[src/rtl/mcc_pkg.sv]
package mcc_pkg;
  localparam int OPC_W = 6;

  localparam logic [OPC_W-1:0] OPC_RTYPE = 6'h00;
  localparam logic [OPC_W-1:0] OPC_LOAD  = 6'h23;
  localparam logic [OPC_W-1:0] OPC_STORE = 6'h2B;
  localparam logic [OPC_W-1:0] OPC_BEQ   = 6'h04;
  localparam logic [OPC_W-1:0] OPC_JUMP  = 6'h02;

  typedef enum logic [3:0] {
    ST_FETCH, ST_DECODE, ST_ADDR, ST_LDMEM, ST_LDWB,
    ST_STMEM, ST_REXE, ST_RWB, ST_BRANCH, ST_JUMP
  } step_e;

  typedef enum logic [1:0] {BSEL_REG = 2'd0, BSEL_FOUR = 2'd1, BSEL_OFS = 2'd2, BSEL_OFS4 = 2'd3} bsel_e;
  typedef enum logic [1:0] {AOP_ADD = 2'd0, AOP_SUB = 2'd1, AOP_FUNCT = 2'd2} aop_e;
  typedef enum logic [1:0] {PSRC_ALU = 2'd0, PSRC_AREG = 2'd1, PSRC_JMP = 2'd2} psrc_e;

  typedef struct packed {
    logic  pc_wr;
    logic  pc_wr_cond;
    logic  addr_sel;
    logic  mem_rd;
    logic  mem_wr;
    logic  ir_wr;
    logic  dst_sel;
    logic  wdata_sel;
    logic  reg_wr;
    logic  alu_a_sel;
    bsel_e alu_b_sel;
    aop_e  alu_op;
    psrc_e pc_src;
  } ctrl_t;
endpackage

[src/rtl/mcc_next.sv]
module mcc_next
  import mcc_pkg::*;
(
  input  step_e            cur,
  input  logic [OPC_W-1:0] opcode,
  output step_e            nxt
);
  always_comb begin
    nxt = ST_FETCH;
    unique case (cur)
      ST_FETCH:  nxt = ST_DECODE;
      ST_DECODE: begin
        if (opcode == OPC_LOAD || opcode == OPC_STORE) nxt = ST_ADDR;
        else if (opcode == OPC_RTYPE)                  nxt = ST_REXE;
        else if (opcode == OPC_BEQ)                    nxt = ST_BRANCH;
        else if (opcode == OPC_JUMP)                   nxt = ST_JUMP;
        else                                           nxt = ST_FETCH;
      end
      ST_ADDR:   nxt = (opcode == OPC_LOAD) ? ST_LDMEM : ST_STMEM;
      ST_LDMEM:  nxt = ST_LDWB;
      ST_REXE:   nxt = ST_RWB;
      default:   nxt = ST_FETCH;
    endcase
  end
endmodule

[src/rtl/mcc_outdec.sv]
module mcc_outdec
  import mcc_pkg::*;
(
  input  step_e cur,
  output ctrl_t ctl
);
  always_comb begin
    ctl = '{pc_wr: 1'b0, pc_wr_cond: 1'b0, addr_sel: 1'b0, mem_rd: 1'b0,
            mem_wr: 1'b0, ir_wr: 1'b0, dst_sel: 1'b0, wdata_sel: 1'b0,
            reg_wr: 1'b0, alu_a_sel: 1'b0, alu_b_sel: BSEL_REG,
            alu_op: AOP_ADD, pc_src: PSRC_ALU};
    unique case (cur)
      ST_FETCH: begin
        ctl.mem_rd    = 1'b1;
        ctl.ir_wr     = 1'b1;
        ctl.pc_wr     = 1'b1;
        ctl.alu_b_sel = BSEL_FOUR;
      end
      ST_DECODE: ctl.alu_b_sel = BSEL_OFS4;
      ST_ADDR: begin
        ctl.alu_a_sel = 1'b1;
        ctl.alu_b_sel = BSEL_OFS;
      end
      ST_LDMEM: begin
        ctl.mem_rd   = 1'b1;
        ctl.addr_sel = 1'b1;
      end
      ST_LDWB: begin
        ctl.reg_wr    = 1'b1;
        ctl.wdata_sel = 1'b1;
      end
      ST_STMEM: begin
        ctl.mem_wr   = 1'b1;
        ctl.addr_sel = 1'b1;
      end
      ST_REXE: begin
        ctl.alu_a_sel = 1'b1;
        ctl.alu_op    = AOP_FUNCT;
      end
      ST_RWB: begin
        ctl.reg_wr  = 1'b1;
        ctl.dst_sel = 1'b1;
      end
      ST_BRANCH: begin
        ctl.pc_wr_cond = 1'b1;
        ctl.alu_a_sel  = 1'b1;
        ctl.alu_op     = AOP_SUB;
        ctl.pc_src     = PSRC_AREG;
      end
      ST_JUMP: begin
        ctl.pc_wr  = 1'b1;
        ctl.pc_src = PSRC_JMP;
      end
      default: ;
    endcase
  end
endmodule

[src/rtl/mcc_fsm.sv]
module mcc_fsm
  import mcc_pkg::*;
(
  input  logic       clk,
  input  logic       rst_n,
  input  logic [5:0] opcode,
  input  logic       zero,
  output logic       pc_wr,
  output logic       pc_wr_cond,
  output logic       pc_load,
  output logic       addr_sel,
  output logic       mem_rd,
  output logic       mem_wr,
  output logic       ir_wr,
  output logic       dst_sel,
  output logic       wdata_sel,
  output logic       reg_wr,
  output logic       alu_a_sel,
  output logic [1:0] alu_b_sel,
  output logic [1:0] alu_op,
  output logic [1:0] pc_src
);
  step_e state_q, state_d;
  ctrl_t ctl;

  mcc_next next_i (.cur(state_q), .opcode(opcode), .nxt(state_d));
  mcc_outdec dec_i (.cur(state_q), .ctl(ctl));

  always_ff @(posedge clk or negedge rst_n) begin
    if (!rst_n) state_q <= ST_FETCH;
    else        state_q <= state_d;
  end

  assign pc_wr      = ctl.pc_wr;
  assign pc_wr_cond = ctl.pc_wr_cond;
  assign pc_load    = ctl.pc_wr | (ctl.pc_wr_cond & zero);
  assign addr_sel   = ctl.addr_sel;
  assign mem_rd     = ctl.mem_rd;
  assign mem_wr     = ctl.mem_wr;
  assign ir_wr      = ctl.ir_wr;
  assign dst_sel    = ctl.dst_sel;
  assign wdata_sel  = ctl.wdata_sel;
  assign reg_wr     = ctl.reg_wr;
  assign alu_a_sel  = ctl.alu_a_sel;
  assign alu_b_sel  = ctl.alu_b_sel;
  assign alu_op     = ctl.alu_op;
  assign pc_src     = ctl.pc_src;
endmodule

[config.mk]
export PLATFORM = sky130hd
export DESIGN_NAME = mcc_fsm
export DESIGN_NICKNAME = d
export VERILOG_FILES = /design/src/rtl/mcc_pkg.sv /design/src/rtl/mcc_next.sv /design/src/rtl/mcc_outdec.sv /design/src/rtl/mcc_fsm.sv
export SDC_FILE = /design/constraint.sdc
export NUM_CORES = 1
export LEC_CHECK = 0
export BUFFER_PORTS_ARGS = -buffer_cell sky130_fd_sc_hd__buf_4
export CELL_PAD_IN_SITES_DETAIL_PLACEMENT = 2
export CELL_PAD_IN_SITES_GLOBAL_PLACEMENT = 2
export CORE_UTILIZATION = 22
export DETAILED_ROUTE_END_ITERATION = 8
export PLACE_DENSITY = 0.76
export SYNTH_ARGS = -nofsm -noshare
export SYNTH_HDL_FRONTEND = slang
export SYNTH_SLANG_ARGS = --single-unit
[constraint.sdc]
create_clock -name clk -period 3.73 [get_ports clk]
set_input_delay 0.1865 -clock clk [delete_from_list [all_inputs] [get_ports clk]]
set_output_delay 0.1865 -clock clk [all_outputs]
set_load 0.005 [all_outputs]
==> results of run 1 <==
[power by group through the flow]
stage                     Clock, mW  Sequential (mW)  Combinational (mW)
after floorplan                   0           0.0547              0.0888
after global placement            0           0.0715               0.138
after detailed placement          0           0.0720               0.141
after CTS                    0.0575           0.0716               0.142
after global routing         0.0603           0.0750               0.158
final                        0.0534           0.0711               0.140
[cell families (layout without fill, tap and decap cells)]
family	count (synthesis)	in the layout	synth area share
flip-flops	4	4	0.2360
AO/OA/AOI/OAI	8	8	0.1711
buffers and inverters	8	31	0.1121
XOR/XNOR	2	2	0.04131
AND/OR/NAND/NOR	34	34	0.4396
[cell usage after synthesis (2+ instances only)]
library cell   n  area, µm²
nand2_1        3      11.26
dfrtp_1        4      100.1
inv_1          2      7.510
nor2_1        10      37.54
nor3_1         3      15.01
nand2b_1       4      25.02
buf_4          2      15.01
nor2b_1        3      18.77
buf_2          2      10.01
or3_1          2      12.51
[repair_timing]
action,4_1_cts,5_1_grt
hold endpoints to repair,4,0
endpoints found under the setup margin,0,0
buffers inserted,0,0
hold buffers,1,0
[worst max-delay path: cells and delay by family, from the launching register on]
kind | cells | cell delay [ns]
DFF | 1 | 0.49
AOI/OAI and AO/OA | 1 | 0.39
and+or+nand+nor | 1 | 0.20
buffers and inverters | 1 | 0.18
[cell type report]
| class | instances | area, µm² | area share |
|---|---|---|---|
| inverters | 2 | 7.507 | 0.01181 |
| repair buffers | 26 | 197.7 | 0.3110 |
| flip-flops and latches | 4 | 100.1 | 0.1575 |
| multi-input cells | 44 | 276.5 | 0.4350 |
| well taps | 25 | 31.28 | 0.04921 |
| clock buffers | 3 | 22.52 | 0.03543 |
[routing by layer]
layer  vias to the layer above  track usage  share of wire
met5                         -            0              0
met4                         0      0.08824         0.0096
met3                         2      0.02381          0.052
met2                        20       0.2282           0.50
met1                       228       0.1686           0.44
li1                        242            -              -
[worst min path at each step]
stage,endpoint,cells past startpoint
finish,state_q[3],2
CTS,state_q[3],2
global route,state_q[3],2
floorplan,state_q[0],0
detailed placement,state_q[2],1
global placement,state_q[3],1
[per-stage QoR]
step	power, mW	setup slack (ns)	std cells
after floorplan	0.1434	2.424	56
after global placement	0.2096	2.262	100
after detailed placement	0.2130	2.273	100
after CTS	0.2715	2.014	104
after global routing	0.2930	1.841	104
final	0.2645	2.044	104
==> summary.md, run 1 <==
| Metric | Value |
|---|---|
| Register area share after synthesis | 0.2360 |
| Fin nets | 90 |
| Worst-case reg-to-reg path depth | 3 |
| Number of global-route vias before repair | 479 |
| Number of buffers created by CTS | 3 |
| Status | complete, no violations |
| Clock Latency Late Sink | between 0.2 and 0.25 ns |
| Placement-stage cell area | 603.1 µm² |
| Setup violations, final | 0 |
| Worst-path fanout max | 12 |
| RSZ-0062 raised after global routing | false |
| Cell Pwr Density | 416.1 nW/µm² |
| Max reg flops | 4 |
| Gr ovfl total | 0 |
| Clock skew | between 0.002 and 0.0025 ns |
| Site Rows | 15 |
| Mean post-synth cell area | 7.574 µm² |
| PostCTS Resize Cnt | 0 |
| Hold Crit Class | input port to register |
| Reg2Reg Capture Point | state_q[1] |
| Ys flop type | dfrtp_1 |
| Area growth from synthesis to layout | 49.85% |
| Most frequent cells in the layout | 25 x buf_4, 10 x nor2_1, 4 x nand2b_1, 4 x dfrtp_1 |
| Reg with most FFs | state_q |
| Filler cells | approximately 220 |
| Sw Pwr | between 0.09 and 0.1 mW |
| Commonest non-fill, non-tap cell in the layout | buf_4 |
| Reg2reg setup slack | ~2.3 ns |
| Largest stage delay, worst path | just under 0.5 ns |
| Combinational share of power | 0.529 |
| Die Wd | roughly 46 µm |
| Worst Path Required | approximately 3.5 ns |
| Fraction of power spent switching nets | 0.3707 |
| Slew at the pin closest to its max-slew limit | approximately 0.37 ns |
| Final worst-path cycle share | 0.4520 |
| Initial antenna violation count | 0 |
| Final count of pins violating max slew | 0 |
| Vias/cell | around 4.7 |
| Final hold viol count | 0 |
| CP Capture Type | primary output |
| Top Registers | state_q (4) |
| Sequential share of power | 0.269 |
| Worst IR Drop VDD | ~0.13 mV |
| Setup TNS | 0 ns |
| R2R Path Start | state_q[1] |
| Power Internal | roughly 0.17 mW |
| Antenna viol nets, final | 0 |
| Detailed placement HPWL | around 1000 µm |
| Drt pass-1 iters | 4 |
| WP data arrival | 1.50 ns |
| Slowest cell on the critical path | dfrtp_1 |
| Synth unique cells | 31 |
| Share of layout cells above drive strength 1 | 0.4051 |
| Clock buffer depth | 2 |
| Fmax | approximately 0.59 GHz |
| Port bufs | 25 |
| Max Cap Viol | 0 |
| CP Capture Point | pc_load |
| Ant. Diodes | 0 |
| Drt initial violations | 10 |
| Initial Util | 0.2404 |
| Clk sinks | 4 |
| Finished Cell Area | roughly 640 µm² |
| Clock power share | 0.202 |
| DIE AREA | roughly 2100 µm² |
| Leak | 0.2995 nW |
| Critical path class | register to primary output |
| First-pass GRT wire length | between 2000 and 2500 µm |
| Syn nets | 65 |
| Via Count | 492 |
| CTS tree | yes |
| DRC viols | 0 |
| I/O pins | 26 |
| Worst setup startpoint | state_q[0] |
| Syn Std Cell Area | about 420 µm² |
| Core ar. | about 1800 µm² |
| Flops & latches, synth | 4 |
| Startpoint types | register |
| Routed wire length | approximately 1200 µm |
| CTS Root Cell | clkbuf_4 |
| Largest net degree at the start of global routing | 14 |
| H-tree depth reported by CTS | 1 |
| CP cell instances | nor2b_1 > a2111oi_0 > buf_4 |
| Min cycle time layout | ~1.7 ns |
| Ys Warns | 0 |
| WL/cell | ~12 µm |
| WHS | approximately 0.14 ns |
| Clock slew at reported path FFs | 0.04 ns |
| GPL Wtd Cong | ~0.73 |
| Share of synthesized registers carrying an async set or reset | 1.000 |
| Fin util | 0.3603 |
| Die Y | 45.91 µm |
| EDFF count, synth | 0 |
| Rel. slew slack | 0.7448 |
| Mapped Cells | 56 |
| GRT Util Overall | 0.1403 |
| Hold_sp | opcode[4] |
(Power assumes the default switching activity.)
==> run 2: changes to the inputs <==
CORE_UTILIZATION = 20   (was 22)
PLACE_DENSITY = 0.7   (was 0.76)
clock period = 1.73 ns   (was 3.73 ns; I/O delays follow)
==> run 2 against run 1 <==
  * Via count is 1.6% lower
  * Sequential share of layout area is 0.24 points lower
  * First-iteration DRC count is 90% lower
  * Worst setup slack worse by 1.9 ns
  * Final area is 1.6% higher
  * Combinational power is 120% higher
  * Routed wire length is 9.7% higher
  * Count of clock-buffer cells in the layout stayed put
  * Die area is 9.5% higher
  * Non-clock buffer count is 1 higher
  * Final cell count is 2.9% higher
  * Register-to-register slack worse by 2.0 ns
==> summary.md, run 2 (synthesis results as in run 1) <==
| Metric | Value |
|---|---|
| Status | complete, no violations |
| Initial antenna violation count | 0 |
| GPL Wtd Cong | 0.6803 |
| Largest net degree at the start of global routing | 13 |
| Hold Path Stages | 2 |
| Max reg flops | 4 |
| CTS Root Cell | clkbuf_4 |
| First-pass GRT wire length | between 2000 and 2500 µm |
| Final hold viol count | 0 |
| H-tree depth reported by CTS | 1 |
| I/O pins | 26 |
| Placement-stage cell area | between 600 and 700 µm² |
| Leak | between 0.3 and 0.4 nW |
| Top Registers | state_q (4) |
| Initial Util | 0.2140 |
| Final worst-path cycle share | 0.9237 |
| Final count of pins violating max slew | 0 |
| Setup violations, final | 0 |
| Non-Filler Instances | ~110 |
| Via Count | just under 500 |
| Finished Cell Area | approximately 650 µm² |
| Critical path class | register to primary output |
| DRC viols | 0 |
| CP Capture Type | primary output |
| Die Wd | between 40 and 50 µm |
| Antenna viol nets, final | 0 |
| Final worst slack | roughly 0.13 ns |
| Die Y | around 48 µm |
| CTS tree | yes |
| Fmax | between 0.6 and 0.7 GHz |
| Worst Path Required | 1.64 ns |
| Worst IR Drop VDD | around 0.22 mV |
| Detailed placement HPWL | 1088 µm |
| GRT Util Overall | 0.1409 |
| Pre-CTS setup slack | about 0.30 ns |
| Max Cap Viol | 0 |
| DIE AREA | roughly 2300 µm² |
| PostCTS Resize Cnt | 0 |
| Setup TNS | 0 ns |
| Number of buffers created by CTS | 3 |
| Reg with most FFs | state_q |
| # Post-CTS Setup Buffers | 0 |
| Slew at the pin closest to its max-slew limit | ~0.38 ns |
| Fin util | 0.3258 |
| WHS | 0.03315 ns |
| Clock Latency Late Sink | about 0.24 ns |
| Hold endpoint | state_q[3] |
| Fin nets | a little over 90 |
| RSZ-0062 raised after global routing | false |
| Area growth from synthesis to layout | 52.21% |
| Reg2Reg Capture Point | state_q[3] |
| Reg2reg setup slack | slightly above 0.3 ns |
| Clk sinks | 4 |
| Startpoint types | register |
| Total chip power | about 0.58 mW |
| WL/cell | ~13 µm |
| Site Rows | 16 |
| Number of global-route vias before repair | between 400 and 500 |
| Clock slew at reported path FFs | around 0.040 ns |
| Clock buffer depth | 2 |
| Vias/cell | 4.523 |
| Most frequent cells in the layout | 26 x buf_4, 10 x nor2_1, 4 x nand2b_1, 4 x dfrtp_1 |
| Share of layout cells above drive strength 1 | 0.4125 |
| Drt pass-1 iters | 2 |
| WP data arrival | approximately 1.5 ns |
| Clock skew | ~0.00087 ns |
| Worst-case reg-to-reg path depth | 3 |
| Drt initial violations | 1 |
| Gr ovfl total | 0 |
| CTS Hold Bufs | 1 |
| Ant. Diodes | 0 |
| Min cycle time layout | between 1.5 and 2 ns |
| Routed wire length | approximately 1400 µm |
| Core ar. | roughly 2000 µm² |
| DP Cell Count | between 100 and 150 |
| Cell Pwr Density | ~900 nW/µm² |
| Rel. slew slack | 0.7416 |
| Hold_sp | opcode[4] |
| Port bufs | 25 |
| Hold Crit Class | input port to register |
| Worst-path fanout max | 12 |
| Commonest non-fill, non-tap cell in the layout | buf_4 |
| Worst setup startpoint | state_q[0] |
| R2R Path Start | state_q[2] |
run 2: area by class of cell:
cell class                 count  area, µm²
clock buffer                   3      22.52
tap                           27      33.78
sequential                     4      100.1
inverter                       2      7.507
fill                         240       1336
timing repair buffer          27      205.2
multi-input combinational     44      276.5
run 2: how the worst max path moves through the flow:
stage                            end  slack [ns]  depth (start not counted)
final                        pc_load        0.13                          3
after global routing         pc_load        0.05                          3
after CTS                    pc_load        0.11                          3
after detailed placement  state_q[3]        0.30                          3
after global placement    state_q[3]        0.37                          3
after floorplan           state_q[3]        0.47                          5
run 2: power breakdown:
part	total, mW	internal, mW	switching (mW)
Clock	0.116	0.0776	0.0384
Sequential	0.151	0.109	0.0419
Combinational	0.313	0.174	0.139
run 2: routing by layer:
metal,global-route usage,wire (µm),part of all wire,up-vias
met5,0,0,0,-
met4,0.08333,16,0.012,0
met3,0.04528,51,0.037,2
met2,0.2324,701,0.51,15
met1,0.1577,599,0.44,224
li1,-,-,-,243
run 2: critical path, stage by stage (launching register included):
cell and delay [ns]:
dfrtp_1 0.48, nor2b_1 0.20, a2111oi_0 0.40, buf_4 0.18
